**src/rtl/ffs_pkg.sv**
```systemverilog
package ffs_pkg;
  typedef enum logic [2:0] {
    ST_IDLE,
    ST_PAL,
    ST_DEC,
    ST_CHK,
    ST_LINES
  } ffs_state_e;
endpackage

```
**src/rtl/ffs_pal_ram.sv**
```systemverilog
module ffs_pal_ram #(
  parameter int DEPTH = 256,
  parameter int DW    = 16,
  localparam int IW   = $clog2(DEPTH)
) (
  input  logic          clk,
  input  logic          we,
  input  logic [IW-1:0] waddr,
  input  logic [DW-1:0] wdata,
  input  logic [IW-1:0] raddr,
  output logic [DW-1:0] rdata
);
  logic [DW-1:0] mem [DEPTH];

  always_ff @(posedge clk) begin
    if (we) mem[waddr] <= wdata;
    rdata <= mem[raddr];
  end
endmodule

```
**src/rtl/ffs_fmt_dec.sv**
```systemverilog
module ffs_fmt_dec (
  input  logic [2:0] code,
  output logic       ok,
  output logic [4:0] bpp,
  output logic [9:0] hdr_off
);
  always_comb begin
    ok      = 1'b1;
    bpp     = 5'd0;
    hdr_off = 10'd0;
    case (code)
      3'd1: begin bpp = 5'd2;  hdr_off = 10'h020; end
      3'd2: begin bpp = 5'd4;  hdr_off = 10'h020; end
      3'd3: begin bpp = 5'd8;  hdr_off = 10'h200; end
      3'd4: bpp = 5'd12;
      3'd5: bpp = 5'd16;
      default: ok = 1'b0;
    endcase
  end
endmodule

```
**src/rtl/ffs_fit_chk.sv**
```systemverilog
module ffs_fit_chk #(
  parameter int AW = 24,
  parameter int LW = 10,
  localparam int PW = 2 * (LW + 1) + 5,
  localparam int NW = ((PW > AW) ? PW : AW) + 2
) (
  input  logic [AW-1:0] top,
  input  logic [AW-1:0] bot,
  input  logic [LW:0]   width,
  input  logic [LW:0]   height,
  input  logic [4:0]    bpp,
  input  logic [9:0]    off,
  output logic          fits,
  output logic [AW-1:0] step
);
  logic        [NW-1:0] bits_total;
  logic signed [NW-1:0] need;
  logic signed [NW-1:0] room;

  always_comb begin
    bits_total = NW'(width) * NW'(height) * NW'(bpp);
    need       = $signed(NW'(off) + (bits_total >> 3));
    room       = $signed(NW'(bot)) - $signed(NW'(top)) + $signed(NW'(2));
    fits       = (need <= room);
    step       = AW'((NW'(width) * NW'(bpp)) >> 3);
  end
endmodule

```
**src/rtl/frame_fetch_seq.sv**
```systemverilog
module frame_fetch_seq
  import ffs_pkg::*;
#(
  parameter int AW    = 24,
  parameter int LW    = 10,
  parameter int PAL_N = 256,
  localparam int PIW  = $clog2(PAL_N)
) (
  input  logic          clk,
  input  logic          rst,
  input  logic          frame_start,
  input  logic          enable,
  input  logic [1:0]    pal_mode,
  input  logic          dual,
  input  logic [LW-1:0] width_m1,
  input  logic [LW-1:0] height_m1,
  input  logic [AW-1:0] buf0_top,
  input  logic [AW-1:0] buf0_bot,
  input  logic [AW-1:0] buf1_top,
  input  logic [AW-1:0] buf1_bot,
  input  logic [3:0]    bnd_ok,
  input  logic [1:0]    dma_ie,
  input  logic          sp_en,
  input  logic          sp_first,
  input  logic [LW-1:0] sp_line,
  output logic          mem_req,
  output logic [AW-1:0] mem_addr,
  input  logic [15:0]   mem_rdata,
  input  logic [PIW-1:0] pal_raddr,
  output logic [15:0]   pal_rdata,
  output logic          line_valid,
  output logic [AW-1:0] line_addr,
  output logic [LW:0]   line_num,
  output logic          frame_end,
  output logic          sync_err,
  output logic          en_clr,
  output logic          dma_irq,
  output logic [2:0]    cond
);
  ffs_state_e state;
  logic           cur, cur_ok, rd_pend;
  logic [PIW-1:0] rcnt, wcnt;
  logic [2:0]     hdr_code;
  logic [4:0]     bpp_q;
  logic [9:0]     off_q;
  logic [AW-1:0]  base, step_q;
  logic [LW:0]    line, stop;

  logic [AW-1:0] cur_top, cur_bot, step_c;
  logic [LW:0]   width, height, first_l, last_l;
  logic          fmt_ok, fits, bnd_pass;
  logic [4:0]    bpp_c;
  logic [9:0]    off_c;

  assign cur_top  = cur ? buf1_top : buf0_top;
  assign cur_bot  = cur ? buf1_bot : buf0_bot;
  assign width    = {1'b0, width_m1} + 1'b1;
  assign height   = {1'b0, height_m1} + 1'b1;
  assign first_l  = (sp_en && sp_first)  ? {1'b0, sp_line} : '0;
  assign last_l   = (sp_en && !sp_first) ? {1'b0, sp_line} : height;
  assign bnd_pass = bnd_ok[0] && bnd_ok[1] && (!dual || (bnd_ok[2] && bnd_ok[3]));

  ffs_pal_ram #(.DEPTH(PAL_N), .DW(16)) u_pal (
    .clk(clk), .we(rd_pend), .waddr(wcnt), .wdata(mem_rdata),
    .raddr(pal_raddr), .rdata(pal_rdata)
  );

  ffs_fmt_dec u_fmt (.code(hdr_code), .ok(fmt_ok), .bpp(bpp_c), .hdr_off(off_c));

  ffs_fit_chk #(.AW(AW), .LW(LW)) u_fit (
    .top(cur_top), .bot(cur_bot), .width(width), .height(height),
    .bpp(bpp_q), .off(off_q), .fits(fits), .step(step_c)
  );

  always_ff @(posedge clk) begin
    if (rst) begin
      state      <= ST_IDLE;
      cur        <= 1'b0;
      cur_ok     <= 1'b0;
      rd_pend    <= 1'b0;
      rcnt       <= '0;
      wcnt       <= '0;
      hdr_code   <= 3'd0;
      bpp_q      <= '0;
      off_q      <= '0;
      base       <= '0;
      step_q     <= '0;
      line       <= '0;
      stop       <= '0;
      mem_req    <= 1'b0;
      mem_addr   <= '0;
      line_valid <= 1'b0;
      line_addr  <= '0;
      line_num   <= '0;
      frame_end  <= 1'b0;
      sync_err   <= 1'b0;
      en_clr     <= 1'b0;
      dma_irq    <= 1'b0;
      cond       <= 3'b000;
    end else begin
      frame_end  <= 1'b0;
      sync_err   <= 1'b0;
      en_clr     <= 1'b0;
      dma_irq    <= 1'b0;
      line_valid <= 1'b0;
      rd_pend    <= mem_req;
      unique case (state)
        ST_IDLE: begin
          if (frame_start && enable && pal_mode != 2'd1) begin
            if (!cur_ok && !bnd_pass) begin
              cond[2]   <= 1'b1;
              dma_irq   <= dma_ie[1];
              frame_end <= 1'b1;
            end else begin
              cur_ok <= 1'b1;
              if (pal_mode != 2'd2) begin
                state    <= ST_PAL;
                mem_req  <= 1'b1;
                mem_addr <= cur_top;
                rcnt     <= '0;
                wcnt     <= '0;
              end else begin
                state <= ST_DEC;
              end
            end
          end
        end
        ST_PAL: begin
          if (mem_req) begin
            if (rcnt == PIW'(PAL_N - 1)) mem_req <= 1'b0;
            else begin
              rcnt     <= rcnt + 1'b1;
              mem_addr <= mem_addr + AW'(2);
            end
          end
          if (rd_pend) begin
            wcnt <= wcnt + 1'b1;
            if (wcnt == '0) hdr_code <= mem_rdata[14:12];
            if (wcnt == PIW'(PAL_N - 1)) state <= ST_DEC;
          end
        end
        ST_DEC: begin
          if (!fmt_ok) begin
            frame_end <= 1'b1;
            state     <= ST_IDLE;
          end else begin
            bpp_q <= bpp_c;
            off_q <= off_c;
            state <= ST_CHK;
          end
        end
        ST_CHK: begin
          if (!fits) begin
            sync_err  <= 1'b1;
            en_clr    <= 1'b1;
            frame_end <= 1'b1;
            state     <= ST_IDLE;
          end else begin
            base      <= cur_top + AW'(off_q);
            step_q    <= step_c;
            cond[cur] <= 1'b1;
            dma_irq   <= dma_ie[0];
            if (dual) cur <= ~cur;
            line      <= first_l;
            stop      <= last_l;
            state     <= ST_LINES;
          end
        end
        ST_LINES: begin
          if (line < stop) begin
            line_valid <= 1'b1;
            line_addr  <= base + step_q * AW'(line);
            line_num   <= line;
            line       <= line + 1'b1;
          end else begin
            frame_end <= 1'b1;
            state     <= ST_IDLE;
          end
        end
        default: state <= ST_IDLE;
      endcase
    end
  end

  // palette requests walk upward by one 16-bit word
  p_req_step_r3: assert property (@(posedge clk) disable iff (rst)
    (mem_req && $past(mem_req)) |-> mem_addr == $past(mem_addr) + AW'(2));

  // consecutive lines advance by one line and one stride
  p_line_seq_r10: assert property (@(posedge clk) disable iff (rst)
    (line_valid && $past(line_valid)) |->
      (line_num == $past(line_num) + 1'b1) && (line_addr == $past(line_addr) + step_q));

  // an overrun frame produces no line
  p_sync_no_line_r6: assert property (@(posedge clk) disable iff (rst)
    sync_err |=> !line_valid);

  // condition bits never drop outside reset
  p_cond_sticky_r7: assert property (@(posedge clk) disable iff (rst)
    !$fell(cond[0]) && !$fell(cond[1]) && !$fell(cond[2]));

  // palette fetch and line output never overlap
  p_no_overlap_r2: assert property (@(posedge clk) disable iff (rst)
    !(mem_req && line_valid));
endmodule

```
**config.mk**
```make
export PLATFORM = sky130hd
export DESIGN_NAME = frame_fetch_seq
export DESIGN_NICKNAME = d
export VERILOG_FILES = /design/src/rtl/ffs_pkg.sv /design/src/rtl/ffs_pal_ram.sv /design/src/rtl/ffs_fmt_dec.sv /design/src/rtl/ffs_fit_chk.sv /design/src/rtl/frame_fetch_seq.sv
export SDC_FILE = /design/constraint.sdc
export NUM_CORES = 2
export LEC_CHECK = 0
export BUFFER_PORTS_ARGS = -buffer_cell sky130_fd_sc_hd__buf_4
export CORE_UTILIZATION = 30
export CTS_CLUSTER_SIZE = 8
export DETAILED_ROUTE_END_ITERATION = 8
export HOLD_SLACK_MARGIN = 0.1
export SLEW_MARGIN = 40
export SYNTH_ARGS = -nofsm -noshare
export SYNTH_HDL_FRONTEND = slang
export SYNTH_SLANG_ARGS = --single-unit
```
**constraint.sdc**
```tcl
create_clock -name clk -period 17.6 [get_ports clk]
set_input_delay 3.52 -clock clk [delete_from_list [all_inputs] [get_ports clk]]
set_output_delay 3.52 -clock clk [all_outputs]
set_load 0.02 [all_outputs]
```
==> metrics.md <==
| Metric | Value |
|---|---|
| Top FF cell, synth | `edfxtp_1` |
| Synthesized area per cell | `19.79 um^2` |
| Post-Synth Adder-Cell Area | `4.763%` |
| Crit path DAT | `16.36 ns` |
| Sequential area share after synthesis | `70.06%` |
| Root buf cell | `clkbuf_16` |
| Post-synthesis xor/xnor area fraction | `0.8734%` |
| Area leader, netlist | `edfxtp_1` |
| Worst-margin pin slew | `0.8792 ns` |
| Post-layout nets | `10,610` |
| Final setup viols | `0` |
| Minimum clock period | `15.46 ns` |
| Clk buf depth | `4` |
| Clock sinks | `4,269` |
| Slew HR | `41.39%` |
| CTS tree | `built` |
| Final max-slew violation count | `0` |
| Die area | `604,800 um^2` |
| Setup crit start kind | `primary input` |
| Syn Inst Count | `9,120` |
| Period utilisation layout | `87.84%` |
| Via density per instance | `5.055` |
| Most area-consuming cells after synthesis | `edfxtp_1 68%, mux4_2 17%, fa_1 2.9%` |
| First-pass GRT wire length | `681,500 um` |
| Post-CTS Setup Inserts | `0` |
| WL met1 | `196,600 um` |
| Post-Synth Simple-Gate Area | `3.447%` |
| Global placement routability congestion | `0.8405` |
| Top routing layer in use | `met5` |
| H-tree depth | `6` |
| CORE AREA | `598,700 um^2` |
| Most common cell after layout, fill and taps aside | `edfxtp_1` |
| Hold Fails Final Rpt | `0` |
| Cts-stage hold buffer count | `0` |
| Async set or reset register ratio after synthesis | `0%` |
| Row Count | `284` |
| Commonest cells after routing, fill and taps aside | `4,096 x edfxtp_1, 1,360 x mux4_2, 611 x clkbuf_16` |
| Layout Skew | `0.1223 ns` |
| Worst hold path type | `flip-flop to flip-flop` |
| Lkg Pwr | `0.06864 uW` |
| CP Max Fanout | `49` |
| Post-synth EDFFs | `4,096` |
| Dpl hpwl | `289,400 um` |
| Vias post-DR | `91,230` |
| Skew-Pair Late Insertion Delay | `1.08 ns` |
| TNS Setup | `0 ns` |
| Final worst slack | `2.141 ns` |
| Syn. warnings | `0` |
| Chip width | `777.7 um` |
| Post-synthesis mux area share | `17.37%` |
| Metal3 WL | `33,230 um` |
| Post-synthesis cell type count | `83` |
| Syn Nets | `9,815` |
| Drt first pass iters | `6` |
| Final Util | `35.36%` |
| Post-synthesis cell area | `180,500 um^2` |
| Outcome | `completed` |
| Most used cell along the critical path | `fa_1` |
| Routed WL | `473,400 um` |
| Share of cells above drive strength 1 | `28.63%` |
| Total gr overflow | `0` |
| Worst setup EP type | `flip-flop` |
| Largest net degree at the start of global routing | `118` |
| Initial antenna violation count | `50` |
| DR WL met2 | `228,900 um` |
| Synth top area share | `68.14%` |
| DRT antenna net count | `0` |
| Clock-pin slew on the worst setup and hold paths | `0.05 ns` |
| Compound-cell area share of the yosys netlist | `1.675%` |
| Initial Util | `30.15%` |
| Crit path required time | `18.50 ns` |
| Post-CTS Resized | `0` |
| Max stage delay on crit path | `0.68 ns` |
| F_max | `0.06469 GHz` |
| CP max-delay cell | `a2111oi_0` |
| DRC | `0` |
| Peak supply drop | `0.1140 mV` |
| Combinational family with the most area after synthesis | `multiplexers` |
| # IOs | `249` |
| Number of CTS-inserted buffers | `605` |
| Die H | `777.7 um` |
| Synth Register Bits | `4,269` |
| DP Worst Slack | `1.201 ns` |
| Port bufs | `248` |
| Area growth from synthesis to layout | `17.28%` |
| Iter 0 DRT Violations | `9,281` |
| Cell Pwr Density | `111.4 nW/um^2` |
| Fill count | `55,010` |
| Max-cap violation count | `0` |
| Tot GR Track Use | `15.33%` |
| Vias in the first global route | `93,120` |
| CP Class | `primary input to flip-flop` |
| RSZ-0062 raised after global routing | `false` |
| Wirelength per Cell | `26.23 um` |
-- Yosys cell counts (9+ instances only) --
cell type and count:
a31oi_1 23, ha_1 268, fa_1 262, mux4_2 1360, o211ai_1 10, a22oi_1 11, and3_1 22, mux2i_1 44
nand3_1 78, a211oi_1 17, o21bai_1 11, a21oi_1 180, mux2_2 25, nand4_1 21, or2_2 9, buf_1 65
and2_1 133, a21o_1 37, or3_1 15, inv_1 371, nor2b_1 24, nand2b_1 19, dfxtp_1 173, clkbuf_1 351
buf_2 49, o21ai_0 90, nand2_1 458, nor2_1 500, o21a_1 20, xor2_1 73, edfxtp_1 4096, xnor2_1 107
nor3_1 62
-- metal layers --
metal  vias to the layer above  global-route usage [%]
li1                      37960                       -
met4                         6                   4.594
met5                         -                       0
met2                      3490                   25.09
met1                     49050                   20.98
met3                       732                   2.631
-- power breakdown --
part	internal (uW)	switching, uW
combinational	756	1180
sequential	11200	19.0
clock	6240	4230
total	18200	5430
-- path summary, 6_finish.rpt --
path | start | end | slack [ns] | cells after the start
setup reg to reg | bpp_q[2] | line[4] | 9.28 | 29
hold reg to reg | line_addr[13] | line_addr[13] | 0.45 | 2
hold / removal | line_addr[13] | line_addr[13] | 0.45 | 2
setup / recovery | width_m1[0] | line[4] | 2.14 | 47
-- critical path, delay by kind of cell --
kind	cells	cell delay (ns)
AOI/OAI and AO/OA	14	3.78
xor gates and xnor gates	3	0.64
adders and majority gates	12	4.92
buffers and inverters	6	0.88
and+or+nand+nor	12	2.58
-- logic make-up after synthesis --
kind of cell               after synthesis
buffers and inverters                  847
muxes                                 1429
xor gates and xnor gates               180
AOI/OAI and AO/OA                      480
adders and majority gates              530
and+or+nand+nor                       1385
DFF                                   4269
-- registers in the layout, summed over array words and instances, names as in the netlist, 11 cells and up --
signal,flops
u_pal.mem,4096
line_addr,24
base,24
line_num,11
u_pal.rdata,16
mem_addr,24
line,11
stop,11
step_q,13
-- layout make-up --
| class | instances | area (um^2) | area share (%) |
|---|---|---|---|
| Tap cell | 8008 | 10020 | 4.733 |
| Inverter | 372 | 1396 | 0.6596 |
| Timing Repair Buffer | 658 | 5699 | 2.692 |
| Sequential cell | 4269 | 126500 | 59.74 |
| Antenna cell | 17 | 42.54 | 0.02010 |
| Clock buffer | 663 | 15490 | 7.319 |
| Clock inverter | 57 | 1314 | 0.6206 |
| Multi-Input combinational cell | 4004 | 51260 | 24.21 |
-- stage by stage --
stage,hold slack [ns],area [um^2],total power [uW],std cells
floorplan,0.4319,180500,12570,9120
global placement,0.4438,194100,13300,17290
detailed placement,0.4467,194400,13320,17300
CTS,0.4538,211300,23810,18020
global route,0.4770,211700,24340,18040
finish,0.4496,211700,23580,18050
No activity file was read; power rests on OpenSTA's default activity.
